### src/rtl/ivl_timer_pkg.sv
package ivl_timer_pkg;
  localparam int unsigned ADDR_W = 5;
  localparam int unsigned DATA_W = 32;

  localparam logic [2:0] WD_STATUS  = 3'd0;
  localparam logic [2:0] WD_CTRL    = 3'd1;
  localparam logic [2:0] WD_LOAD_LO = 3'd2;
  localparam logic [2:0] WD_LOAD_HI = 3'd3;
  localparam logic [2:0] WD_SNAP_LO = 3'd4;
  localparam logic [2:0] WD_SNAP_HI = 3'd5;

  localparam int unsigned CB_IEN   = 0;
  localparam int unsigned CB_CONT  = 1;
  localparam int unsigned CB_START = 2;
  localparam int unsigned CB_STOP  = 3;

  typedef struct packed {
    logic start;
    logic stop;
    logic clr_to;
  } tmr_cmd_t;
endpackage

### src/rtl/ivl_timer_core.sv
module ivl_timer_core #(
  parameter int unsigned CNT_W = 32
) (
  input  logic                 clk,
  input  logic                 rst,
  input  ivl_timer_pkg::tmr_cmd_t cmd_i,
  input  logic                 cont_i,
  input  logic [CNT_W-1:0]     load_i,
  output logic [CNT_W-1:0]     cnt_o,
  output logic                 run_o,
  output logic                 to_o
);
  logic [CNT_W-1:0] cnt_q;
  logic             run_q;
  logic             to_q;
  logic             expire;
  logic             at_zero;

  assign at_zero = (cnt_q == '0);
  assign expire  = run_q & ~cmd_i.start & ~cmd_i.stop & at_zero;

  always_ff @(posedge clk) begin
    if (rst) begin
      cnt_q <= '0;
      run_q <= 1'b0;
    end else if (cmd_i.stop) begin
      run_q <= 1'b0;
    end else if (cmd_i.start) begin
      cnt_q <= load_i;
      run_q <= 1'b1;
    end else if (run_q) begin
      if (at_zero) begin
        if (cont_i) cnt_q <= load_i;
        else        run_q <= 1'b0;
      end else begin
        cnt_q <= cnt_q - 1'b1;
      end
    end
  end

  always_ff @(posedge clk) begin
    if (rst)               to_q <= 1'b0;
    else if (expire)       to_q <= 1'b1;
    else if (cmd_i.clr_to) to_q <= 1'b0;
  end

  assign cnt_o = cnt_q;
  assign run_o = run_q;
  assign to_o  = to_q;

  AST_STOP_HALTS: assert property (@(posedge clk) disable iff (rst)
    cmd_i.stop |=> !run_q);
  AST_START_RUNS: assert property (@(posedge clk) disable iff (rst)
    (cmd_i.start && !cmd_i.stop) |=> (run_q && cnt_q == $past(load_i)));
  AST_IDLE_FROZEN: assert property (@(posedge clk) disable iff (rst)
    (!run_q && !cmd_i.start) |=> $stable(cnt_q));
  AST_ONESHOT_END: assert property (@(posedge clk) disable iff (rst)
    (run_q && at_zero && !cont_i && !cmd_i.start && !cmd_i.stop) |=> (!run_q && to_q));
  AST_CONT_KEEPS: assert property (@(posedge clk) disable iff (rst)
    (run_q && at_zero && cont_i && !cmd_i.start && !cmd_i.stop) |=> (run_q && to_q));
  AST_TO_STICKY: assert property (@(posedge clk) disable iff (rst)
    (to_q && !cmd_i.clr_to) |=> to_q);
endmodule

### src/rtl/ivl_timer_regs.sv
module ivl_timer_regs #(
  parameter int unsigned HALF_W     = 16,
  parameter logic [2*HALF_W-1:0] RESET_LOAD = 100000
) (
  input  logic                          clk,
  input  logic                          rst,
  input  logic                          wr_en,
  input  logic                          rd_en,
  input  logic [ivl_timer_pkg::ADDR_W-1:0] addr,
  input  logic [ivl_timer_pkg::DATA_W-1:0] wdata,
  input  logic [2*HALF_W-1:0]           cnt_i,
  input  logic                          run_i,
  input  logic                          to_i,
  output logic [ivl_timer_pkg::DATA_W-1:0] rdata,
  output logic                          ien_o,
  output logic                          cont_o,
  output logic [2*HALF_W-1:0]           load_o,
  output ivl_timer_pkg::tmr_cmd_t       cmd_o
);
  import ivl_timer_pkg::*;
  localparam int unsigned CNT_W = 2 * HALF_W;
  localparam int unsigned PAD_W = DATA_W - HALF_W;

  logic [2:0]       word;
  logic             aligned;
  logic             wr_ok;
  logic [HALF_W-1:0] load_half [2];
  logic [CNT_W-1:0] snap_q;
  logic             ien_q, cont_q;
  logic [DATA_W-1:0] rd_mux;
  logic             unused_bits;

  assign word    = addr[ADDR_W-1:2];
  assign aligned = (addr[1:0] == 2'b00);
  assign wr_ok   = wr_en & aligned;

  genvar h;
  generate
    for (h = 0; h < 2; h++) begin : g_load
      always_ff @(posedge clk) begin
        if (rst)
          load_half[h] <= RESET_LOAD[h*HALF_W +: HALF_W];
        else if (wr_ok && word == (WD_LOAD_LO + 3'(h)))
          load_half[h] <= wdata[HALF_W-1:0];
      end
    end
  endgenerate

  always_ff @(posedge clk) begin
    if (rst) begin
      ien_q  <= 1'b0;
      cont_q <= 1'b0;
    end else if (wr_ok && word == WD_CTRL) begin
      ien_q  <= wdata[CB_IEN];
      cont_q <= wdata[CB_CONT];
    end
  end

  always_ff @(posedge clk) begin
    if (rst)
      snap_q <= '0;
    else if (wr_ok && (word == WD_SNAP_LO || word == WD_SNAP_HI))
      snap_q <= cnt_i;
  end

  always_comb begin
    rd_mux = '0;
    if (aligned) begin
      case (word)
        WD_STATUS:  rd_mux = {{(DATA_W-2){1'b0}}, run_i, to_i};
        WD_CTRL:    rd_mux = {{(DATA_W-2){1'b0}}, cont_q, ien_q};
        WD_LOAD_LO: rd_mux = {{PAD_W{1'b0}}, load_half[0]};
        WD_LOAD_HI: rd_mux = {{PAD_W{1'b0}}, load_half[1]};
        WD_SNAP_LO: rd_mux = {{PAD_W{1'b0}}, snap_q[HALF_W-1:0]};
        WD_SNAP_HI: rd_mux = {{PAD_W{1'b0}}, snap_q[CNT_W-1:HALF_W]};
        default:    rd_mux = '0;
      endcase
    end
  end

  always_ff @(posedge clk) begin
    if (rst)        rdata <= '0;
    else if (rd_en) rdata <= rd_mux;
  end

  assign cmd_o.start  = wr_ok && word == WD_CTRL && wdata[CB_START];
  assign cmd_o.stop   = wr_ok && word == WD_CTRL && wdata[CB_STOP];
  assign cmd_o.clr_to = wr_ok && word == WD_STATUS;
  assign load_o = {load_half[1], load_half[0]};
  assign ien_o  = ien_q;
  assign cont_o = cont_q;
  assign unused_bits = ^wdata[DATA_W-1:HALF_W];

  AST_HALF_UPPER_ZERO: assert property (@(posedge clk) disable iff (rst)
    (rd_en && aligned && word >= WD_LOAD_LO && word <= WD_SNAP_HI)
      |=> (rdata[DATA_W-1:HALF_W] == '0));
  AST_STATUS_PAD_ZERO: assert property (@(posedge clk) disable iff (rst)
    (rd_en && aligned && word <= WD_CTRL) |=> (rdata[DATA_W-1:2] == '0));
  AST_RDATA_HOLD: assert property (@(posedge clk) disable iff (rst)
    !rd_en |=> $stable(rdata));
  AST_SNAP_COPIES: assert property (@(posedge clk) disable iff (rst)
    (wr_ok && word == WD_SNAP_HI) |=> (snap_q == $past(cnt_i)));
endmodule

### src/rtl/ivl_timer.sv
module ivl_timer #(
  parameter int unsigned HALF_W     = 16,
  parameter logic [2*HALF_W-1:0] RESET_LOAD = 100000
) (
  input  logic        clk,
  input  logic        rst,
  input  logic        wr_en,
  input  logic        rd_en,
  input  logic [4:0]  addr,
  input  logic [31:0] wdata,
  output logic [31:0] rdata,
  output logic        irq
);
  localparam int unsigned CNT_W = 2 * HALF_W;

  ivl_timer_pkg::tmr_cmd_t cmd;
  logic             ien, cont, run, to;
  logic [CNT_W-1:0] load, cnt;

  ivl_timer_regs #(.HALF_W(HALF_W), .RESET_LOAD(RESET_LOAD)) u_regs (
    .clk(clk), .rst(rst), .wr_en(wr_en), .rd_en(rd_en), .addr(addr),
    .wdata(wdata), .cnt_i(cnt), .run_i(run), .to_i(to), .rdata(rdata),
    .ien_o(ien), .cont_o(cont), .load_o(load), .cmd_o(cmd)
  );

  ivl_timer_core #(.CNT_W(CNT_W)) u_core (
    .clk(clk), .rst(rst), .cmd_i(cmd), .cont_i(cont), .load_i(load),
    .cnt_o(cnt), .run_o(run), .to_o(to)
  );

  assign irq = to & ien;

  AST_IRQ_NEEDS_FLAG: assert property (@(posedge clk) disable iff (rst)
    (cmd.clr_to && !(run && cnt == '0)) |=> !irq);
endmodule

### config.mk
export PLATFORM = sky130hd
export DESIGN_NAME = ivl_timer
export DESIGN_NICKNAME = d
export VERILOG_FILES = /design/src/rtl/ivl_timer_pkg.sv /design/src/rtl/ivl_timer_core.sv /design/src/rtl/ivl_timer_regs.sv /design/src/rtl/ivl_timer.sv
export SDC_FILE = /design/constraint.sdc
export NUM_CORES = 1
export LEC_CHECK = 0
export BUFFER_PORTS_ARGS = -buffer_cell sky130_fd_sc_hd__buf_2
export CAP_MARGIN = 20
export CORE_ASPECT_RATIO = 1.25
export CORE_UTILIZATION = 60
export DETAILED_ROUTE_END_ITERATION = 7
export PLACE_DENSITY = 0.82
export SKIP_LAST_GASP = 1
export SYNTH_ARGS = -nofsm -noshare
export SYNTH_HDL_FRONTEND = slang
export SYNTH_SLANG_ARGS = --single-unit
### constraint.sdc
create_clock -name clk -period 5.55 [get_ports clk]
set_clock_uncertainty 0.1 [all_clocks]
set_input_delay 0.2775 -clock clk [delete_from_list [all_inputs] [get_ports clk]]
set_output_delay 0.2775 -clock clk [all_outputs]
set_load 0.005 [all_outputs]
After elaboration in Yosys (flattened, before gate mapping)
Memories as Yosys holds them, arrays and structs flattened. Cells that the tools add are included.

Flip-flop bits (word level): 100. Latch bits: 0. Memory bits (writable): 32. Memory bits (read-only): 0. Bits of input ports: 41. Output and inout bits: 33. Logic and storage cells: 61. Memories: 1.

$add $sub $neg: 1. $mul: 0. Div/mod/pow operators: 0. Order comparisons: 0. Equal/unequal tests: 6. Shift-type cells: 0. Muxes and demuxes: 22. Bitwise logic cells: 9. Reduce and logical (&&, ||, !) cells: 15.

Memory list: u_regs.load_half (depth 2, bits a word 16, read ports 2, clocked after Yosys merged registers in 0, wr ports 2, line ivl_timer_regs.sv:27) `logic [HALF_W-1:0] load_half [2];`.

Operators by type and width (number): two-way mux 32 bit (5); case mux 16 bit (6 select lines) (1); zero test 32 bit (1); two-way mux 16 bit (2); subtractor 32 x 1 -> 32 bit (second input constant) (1); two-way mux 1 bit (14); logical AND 1 bit (7); == test 3 x 2 -> 1 bit (second input constant) (2); == test 3 bit (second input constant) (2); AND 1 bit (5); nonzero test 2 bit (2); == test 3 x 1 -> 1 bit (second input constant) (1); zero test 3 bit (1); inequality test 3 x 2 -> 1 bit (second input constant) (1); AND reduction 3 bit (1); zero test 2 bit (1); inverter 1 bit (2); OR 1 bit (2); OR reduction 2 bit (1); logical OR 1 bit (1).

Depth between registers and ports, before layout
Gate-level depths: netlist (run 1).

Word-level depth: 9. Depth in mapped cells: 11. Gate-level depth less buffers: 9.

Modules after synthesis
From an unflattened synthesis (run 1), not the netlist that was laid out.

Cell total of the unflattened synthesis: 650. Area total of the unflattened synthesis: 6018.3 µm².

By module, submodules not included: ivl_timer_regs (instances 1, cells an instance 366, area an instance 3803.6 µm², sequential area each 1961.9 µm²); ivl_timer_core (instances 1, cells an instance 283, area an instance 2208.4 µm², sequential area each 680.7 µm²); ivl_timer (instances 1, cells an instance 1, area an instance 6.3 µm², sequential area each 0.0 µm²).

Worst setup path after synthesis (run 1)
Ideal clock, no wire load.

Path type: input-to-reg. Start point: input addr[3]. End point: memory u_regs.load_half[0][0] (enable). Library setup time: 0.411 ns. Arrival time: 2.045 ns. Data required time: 5.039 ns. Slack: 2.993 ns. Cell stages on the path: 4. Path buffers: 1. Cells stage by stage: clkbuf_1 -> nor2b_1 -> nand3_1 -> o21ai_0.

RTL lines: from (decl) (line ivl_timer.sv:9) `input logic [4:0] addr,`; to (decl) (line ivl_timer_regs.sv:27).

Final worst setup path (run 1)
Start point: register u_core.cnt_q[0], in the netlist u_core.cnt_o[0]. End point: register u_core.cnt_q[25], in the netlist u_core.cnt_o[25].

Longest elaborated chain between the ends: 4. Elaborated cells on any way between the ends: 7. Classes of those cells: 1 x add/sub; 1 x eq/ne; 3 x mux; 2 x reduce/logical.

Ends and longest elaborated chain: from (decl) (line ivl_timer_core.sv:13) `logic [CNT_W-1:0] cnt_q;`; from (signal assigned) (line ivl_timer_core.sv:29) `cnt_q <= load_i;`; from (signal assigned) (line ivl_timer_core.sv:33) `if (cont_i) cnt_q <= load_i;`; from (signal assigned) (line ivl_timer_core.sv:36) `cnt_q <= cnt_q - 1'b1;`; subtractor 32 x 1 -> 32 bit or zero test 32 bit (tied branches) (line ivl_timer_core.sv:36, ivl_timer_core.sv:19); two-way mux 32 bit (line ivl_timer_core.sv:32) `if (at_zero) begin`; two-way mux 32 bit (line ivl_timer_core.sv:31) `end else if (run_q) begin`; two-way mux 32 bit (line ivl_timer_core.sv:28) `end else if (cmd_i.start) begin`.

Parallel ways exist; a longest one is shown, timed or not. The select of a mux whose other input is x is not followed. A chain may end at the register's enable or synchronous reset.

==> run summary, run 1 <==
status - finished clean
Post-Synthesis Cells - 681
Initial Util - 0.6260
Setup CP Type - reg2reg
P_int - 0.001625 W
GRT Total Usage - 0.3378
initial DRC count - 640
crit path time final - 3552 ps
final-report max-slew violation count - 0
Leak Pwr - 2.628 nW
cts hold-fix bufs - 0
most common cell after layout, fill and taps aside - dfxtp_1
clock sinks - 116
Comb power frac - 0.044
DP HPWL - 11.22 mm
Synth Flop Type - dfxtp_1
endpoint class of the critical path - flip-flop
Total Neg Setup Slack - 0 ps
drt first pass iters - 6
sequential area share after synthesis - 0.4325
sequential power share - 0.431
H-tree levels - 4
Critical Path RT - 5760 ps
postcts setup bufs - 0
commonest non-fill, non-tap cells in the layout - dfxtp_1 (84), nand2_1 (83), a21oi_1 (76)
Fin. Hold Viols - 0
Worst slew margin - 0.2988
die area - 10590 um2
final wirelength - 17.05 mm
Buffers on Ports - 41
synth warn - 0
I/O pin total - 74
Synth Area per Inst - 8.972 um2
type of origin of the critical path - flip-flop
Worst-path clk slew - 60 ps
gpl congestion - 0.9870
Cell Pwr Density - 306.3 nW/um2
global route overflow - 0
Area growth syn-to-layout - 11.57%
post-route ant nets - 0
max cap viols - 0
EDFF count, synth - 32
Mapped Area - 6110 um2
Peak Freq - 0.2815 GHz
core region area - 9759 um2
antenna violations before repair - 0
Die Ht - 114.8 um
via-per-instance ratio - 6.445
Root Driver - clkbuf_16
Yosys cell types - 65
fin crit share - 0.6400
# DRC - 0
first-pass GRT wire length - 27.01 mm
Antenna Cells - 0
largest net degree at the start of global routing - 75
# rows - 40
CTS tree - done
Clk pwr share - 0.525
vias in the first global route - 5057
DR WL/cell - 20.33 um
post_cts resized - 0
placed cells - 806
Vias - 5407
#FFs+latches synth - 116
Peak VDD IR - 0.2870 mV
share of layout cells above drive strength 1 - 0.1725
Sw Share - 0.2217
final setup violating endpoints - 0
Num CTS Buffers - 17
worst slew pin tran - 1049 ps
post-synthesis async set-or-reset flop share - 0
RSZ-0062 raised after global routing - false
Hold Crit Class - in2reg
Critical Path AT - 3760 ps
DIE WIDTH - 92.26 um
switching pwr - 0.0004629 W
post-route insts no fill - 839
Net count, final - 743
clk_lat worst skew - 420 ps
crit path max fanout - 26
Longest Clk Path Bufs - 2
## metrics by stage
step,setup WS (ps),hold slack [ps],util,total power (W),instance area [um2]
after floorplan,2993,324.7,-,0.0009781,6166
after global routing,1712,29.26,0.6985,0.002134,6817
after CTS,2098,26.91,0.6969,0.002087,6802
after global placement,2098,342.1,0.6371,0.001002,6217
after detailed placement,2092,346.2,0.6371,0.001005,6217
final,1998,31.10,0.6985,0.002088,6817
## layout make-up
cell class	count	area, um2
fill	757	2943
clock inverter	12	137.6
clock buffer	20	446.7
sequential	116	2643
multi-input combinational	500	3095
timing repair buffer	50	280.3
inverter	15	56.30
tap	126	157.7
## logic make-up after synthesis
| family | count (synthesis) | synth area share |
|---|---|---|
| muxes | 36 | 0.05919 |
| AOI/OAI and AO/OA | 180 | 0.2003 |
| and+or+nand+nor | 266 | 0.2333 |
| DFF | 116 | 0.4325 |
| buffers and inverters | 80 | 0.07004 |
| other | 1 | 0.0006138 |
| adders and majority gates | 2 | 0.004095 |
## path summary, 6_finish.rpt
check	startpoint	cells after the start	slack, ps	endpoint
setup / recovery	u_core.cnt_o[0]	8	2000	u_core.cnt_o[25]
hold / removal	wdata[5]	2	30	u_regs.load_half[0][5]
setup reg to reg	u_core.cnt_o[0]	8	2000	u_core.cnt_o[25]
hold reg to reg	u_regs.snap_q[28]	2	350	u_regs.snap_q[28]
## sequential cells by signal, indices dropped and copies added, names as in the netlist
signal	cells
u_core.cnt_o	32
u_regs.load_half	32
u_regs.snap_q	32
u_regs.rdata	16
u_core.run_o	1
u_core.to_o	1
u_regs.cont_o	1
u_regs.ien_o	1
## power by group through the flow
| stage | Sequential, W | Clock (W) | Combinational [W] |
|---|---|---|---|
| 6_report | 0.000899 | 0.00110 | 0.0000927 |
| 2_1_floorplan | 0.000908 | 0 | 0.0000706 |
| 4_1_cts | 0.000898 | 0.00110 | 0.0000912 |
| 3_5_place_dp | 0.000915 | 0 | 0.0000897 |
| 5_1_grt | 0.000899 | 0.00113 | 0.000100 |
| 3_3_place_gp | 0.000914 | 0 | 0.0000876 |
## synth_stat cells, types with 9 or more instances
master / number / share of area
a21oi_1: 76 / 0.062
a21oi_2: 14 / 0.020
and2_1: 30 / 0.031
buf_4: 16 / 0.020
clkbuf_1: 32 / 0.020
dfxtp_1: 84 / 0.28
edfxtp_1: 32 / 0.16
inv_1: 14 / 0.0086
mux2i_1: 35 / 0.057
nand2_1: 83 / 0.051
nand2b_1: 9 / 0.0092
nand3_1: 19 / 0.016
nor2_1: 38 / 0.023
nor2b_1: 18 / 0.018
nor3_1: 15 / 0.012
nor4_1: 13 / 0.013
o21ai_0: 9 / 0.0074
o21ai_1: 10 / 0.0082
o22ai_1: 23 / 0.024
## layer usage
metal  vias to the layer above  wire (um)  GRT usage
met5                         -          0          0
met4                         0        635     0.1729
met3                        69       1438    0.05291
met2                       302       8148     0.5433
met1                      2569       6830     0.4429
li1                       2467          -          -
## critical path, cell delays in order, from the launching register on
cell and delay (ps):
dfxtp_1 350, inv_1 90, ha_1 140, or4b_2 640, nor4_4 190, nand3_1 440, nand2_1 950, o21ai_0 220
a32o_1 300
Note: power is estimated with default switching activity, not from simulation.
==> run 2, diff against run 1 <==
--- a/config.mk
+++ b/config.mk
@@ -8,9 +8,9 @@
 export BUFFER_PORTS_ARGS = -buffer_cell sky130_fd_sc_hd__buf_2
 export CAP_MARGIN = 20
 export CORE_ASPECT_RATIO = 1.25
-export CORE_UTILIZATION = 60
+export CORE_UTILIZATION = 53
 export DETAILED_ROUTE_END_ITERATION = 7
-export PLACE_DENSITY = 0.82
+export PLACE_DENSITY = 0.77
 export SKIP_LAST_GASP = 1
 export SYNTH_ARGS = -nofsm -noshare
 export SYNTH_HDL_FRONTEND = slang
==> constraint.sdc (replaced) <==
create_clock -name clk -period 2.9 [get_ports clk]
set_clock_uncertainty 0.1 [all_clocks]
set_input_delay 0.145 -clock clk [delete_from_list [all_inputs] [get_ports clk]]
set_output_delay 0.145 -clock clk [all_outputs]
set_load 0.005 [all_outputs]
==> run 2 against run 1 <==
Effect of this change: the run now ends with DRC left; critical path depth rose by 2; sequential share of layout area fell by 1.6 points; utilization fell by 6.0 points; combinational power rose by 120%; worst hold slack got worse by 6.9 ps; worst setup slack got worse by 1800 ps.
==> run summary, run 2 (synthesized netlist as in run 1, its figures left out) <==
Area growth syn-to-layout - 16.34%
crit path max fanout - 9
initial DRC count - 538
Peak Freq - 0.3678 GHz
Cell Pwr Density - 541.8 nW/um2
placed cells - 835
CTS tree - done
share of layout cells above drive strength 1 - 0.1963
Worst slew margin - 0.4036
max cap viols - 0
clock sinks - 116
cell mode on critical path - buf_4
Leak Pwr - 2.770 nW
crit path time final - 2719 ps
largest net degree at the start of global routing - 72
final setup violating endpoints - 0
Total Neg Setup Slack - 0 ps
status - complete, but fails checks
fin crit share - 0.9375
DIE WIDTH - 98.03 um
Net count, final - 779
die area - 11960 um2
via-per-instance ratio - 6.245
commonest non-fill, non-tap cells in the layout - dfxtp_1 (84), nand2_1 (83), a21oi_1 (76)
failing checks - DRC
vias in the first global route - 5282
most common cell after layout, fill and taps aside - dfxtp_1
Longest Clk Path Bufs - 2
H-tree levels - 4
fill cell count - 910
DR WL/cell - 20.06 um
slowest cell delay on critical path - 640 ps
post-layout power - 0.003851 W
Peak VDD IR - 0.7690 mV
I/O pin total - 74
worst slew pin tran - 893.6 ps
GRT Total Usage - 0.3098
DP HPWL - 11.94 mm
first-pass GRT wire length - 28.25 mm
antenna violations before repair - 0
Vias - 5521
post-route ant nets - 0
clk_lat worst skew - 410 ps
# DRC - 6
Die Ht - 122.0 um
Hold Crit Class - in2reg
final wirelength - 17.73 mm
gpl congestion - 0.9567
endpoint class of the critical path - flip-flop
Critical Path RT - 3130 ps
global route overflow - 0
Fin. Hold Viols - 0
core region area - 11140 um2
# rows - 43
Buffers on Ports - 41
drt first pass iters - 7
RSZ-0062 raised after global routing - false
end-of-flow core utilization - 0.6382
final-report max-slew violation count - 0
ordered list of cells on the worst path - inv_1, ha_1, or4b_2, nor4_4, nand3_1, nand2_1, buf_4, buf_4, a21oi_1, o22ai_1
Root Driver - clkbuf_16
Setup CP Type - reg2reg
Initial Util - 0.5486
post-route insts no fill - 884
Antenna Cells - 0
Worst-path clk slew - 60 ps
Num CTS Buffers - 17
CP max stage cell - or4b_2
type of origin of the critical path - flip-flop
Critical Path AT - 2950 ps
[run 2: cell types whose count changed in the layout (fill, tap and decap cells not counted), sizes merged]
cell / delta
clkbuf: -2
bufinv: -3
clkinvlp: +2
inv: +4
dlygate4sd3: +17
clkinv: -1
buf: +19
[run 2: critical path: cells and delay by family, from the launching register on]
family / cells / cell delay (ps)
buffers and inverters: 3 / 500
adder cells (fa/ha/maj): 1 / 160
AO/OA/AOI/OAI: 2 / 250
AND/OR/NAND/NOR: 4 / 1280
flip-flops: 1 / 330
[run 2: layer usage]
metal,vias up,share of wire,GRT usage
li1,2532,-,-
met1,2608,0.40,0.3867
met2,315,0.49,0.5176
met3,66,0.085,0.05737
met4,0,0.031,0.1496
met5,-,0,0
[run 2: power breakdown]
group	internal, W	switching [W]
logic	0.0000769	0.000124
clock network	0.00112	0.000813
registers	0.00169	0.0000275
total	0.00289	0.000964
[run 2: through the flow]
step	worst slack [ps]	hold slack [ps]	instance area (um2)
2_1_floorplan	476.0	192.2	6166
3_3_place_gp	107.2	310.6	6391
3_5_place_dp	81.61	316.1	6391
4_1_cts	46.94	13.41	7103
5_1_grt	60.36	27.67	7108
6_report	181.1	24.18	7108
[run 2: worst paths after layout]
path	start	endpoint	slack (ps)	cells past startpoint
hold / removal	addr[1]	u_regs.rdata[1]	20	4
setup reg to reg	u_core.cnt_o[1]	u_core.cnt_o[20]	180	10
setup / recovery	u_core.cnt_o[1]	u_core.cnt_o[20]	180	10
hold reg to reg	u_regs.snap_q[9]	u_regs.snap_q[9]	350	2
[run 2: what timing repair did]
action	4_1_cts	5_1_grt
hold endpoints to repair	33	0
hold buffers	17	0
gates resized for setup	0	2
setup endpoints to repair	0	26
setup buffers	0	0
[run 2: cell type report]
type	instances	area, um2	area share
Timing Repair Buffer	86	598.1	0.08414
Clock inverter	14	102.6	0.01443
Clock buffer	18	439.2	0.06178
Tap cell	135	168.9	0.02376
Sequential cell	116	2643	0.3718
Inverter	15	56.30	0.007921
Multi-Input combinational cell	500	3100	0.4362
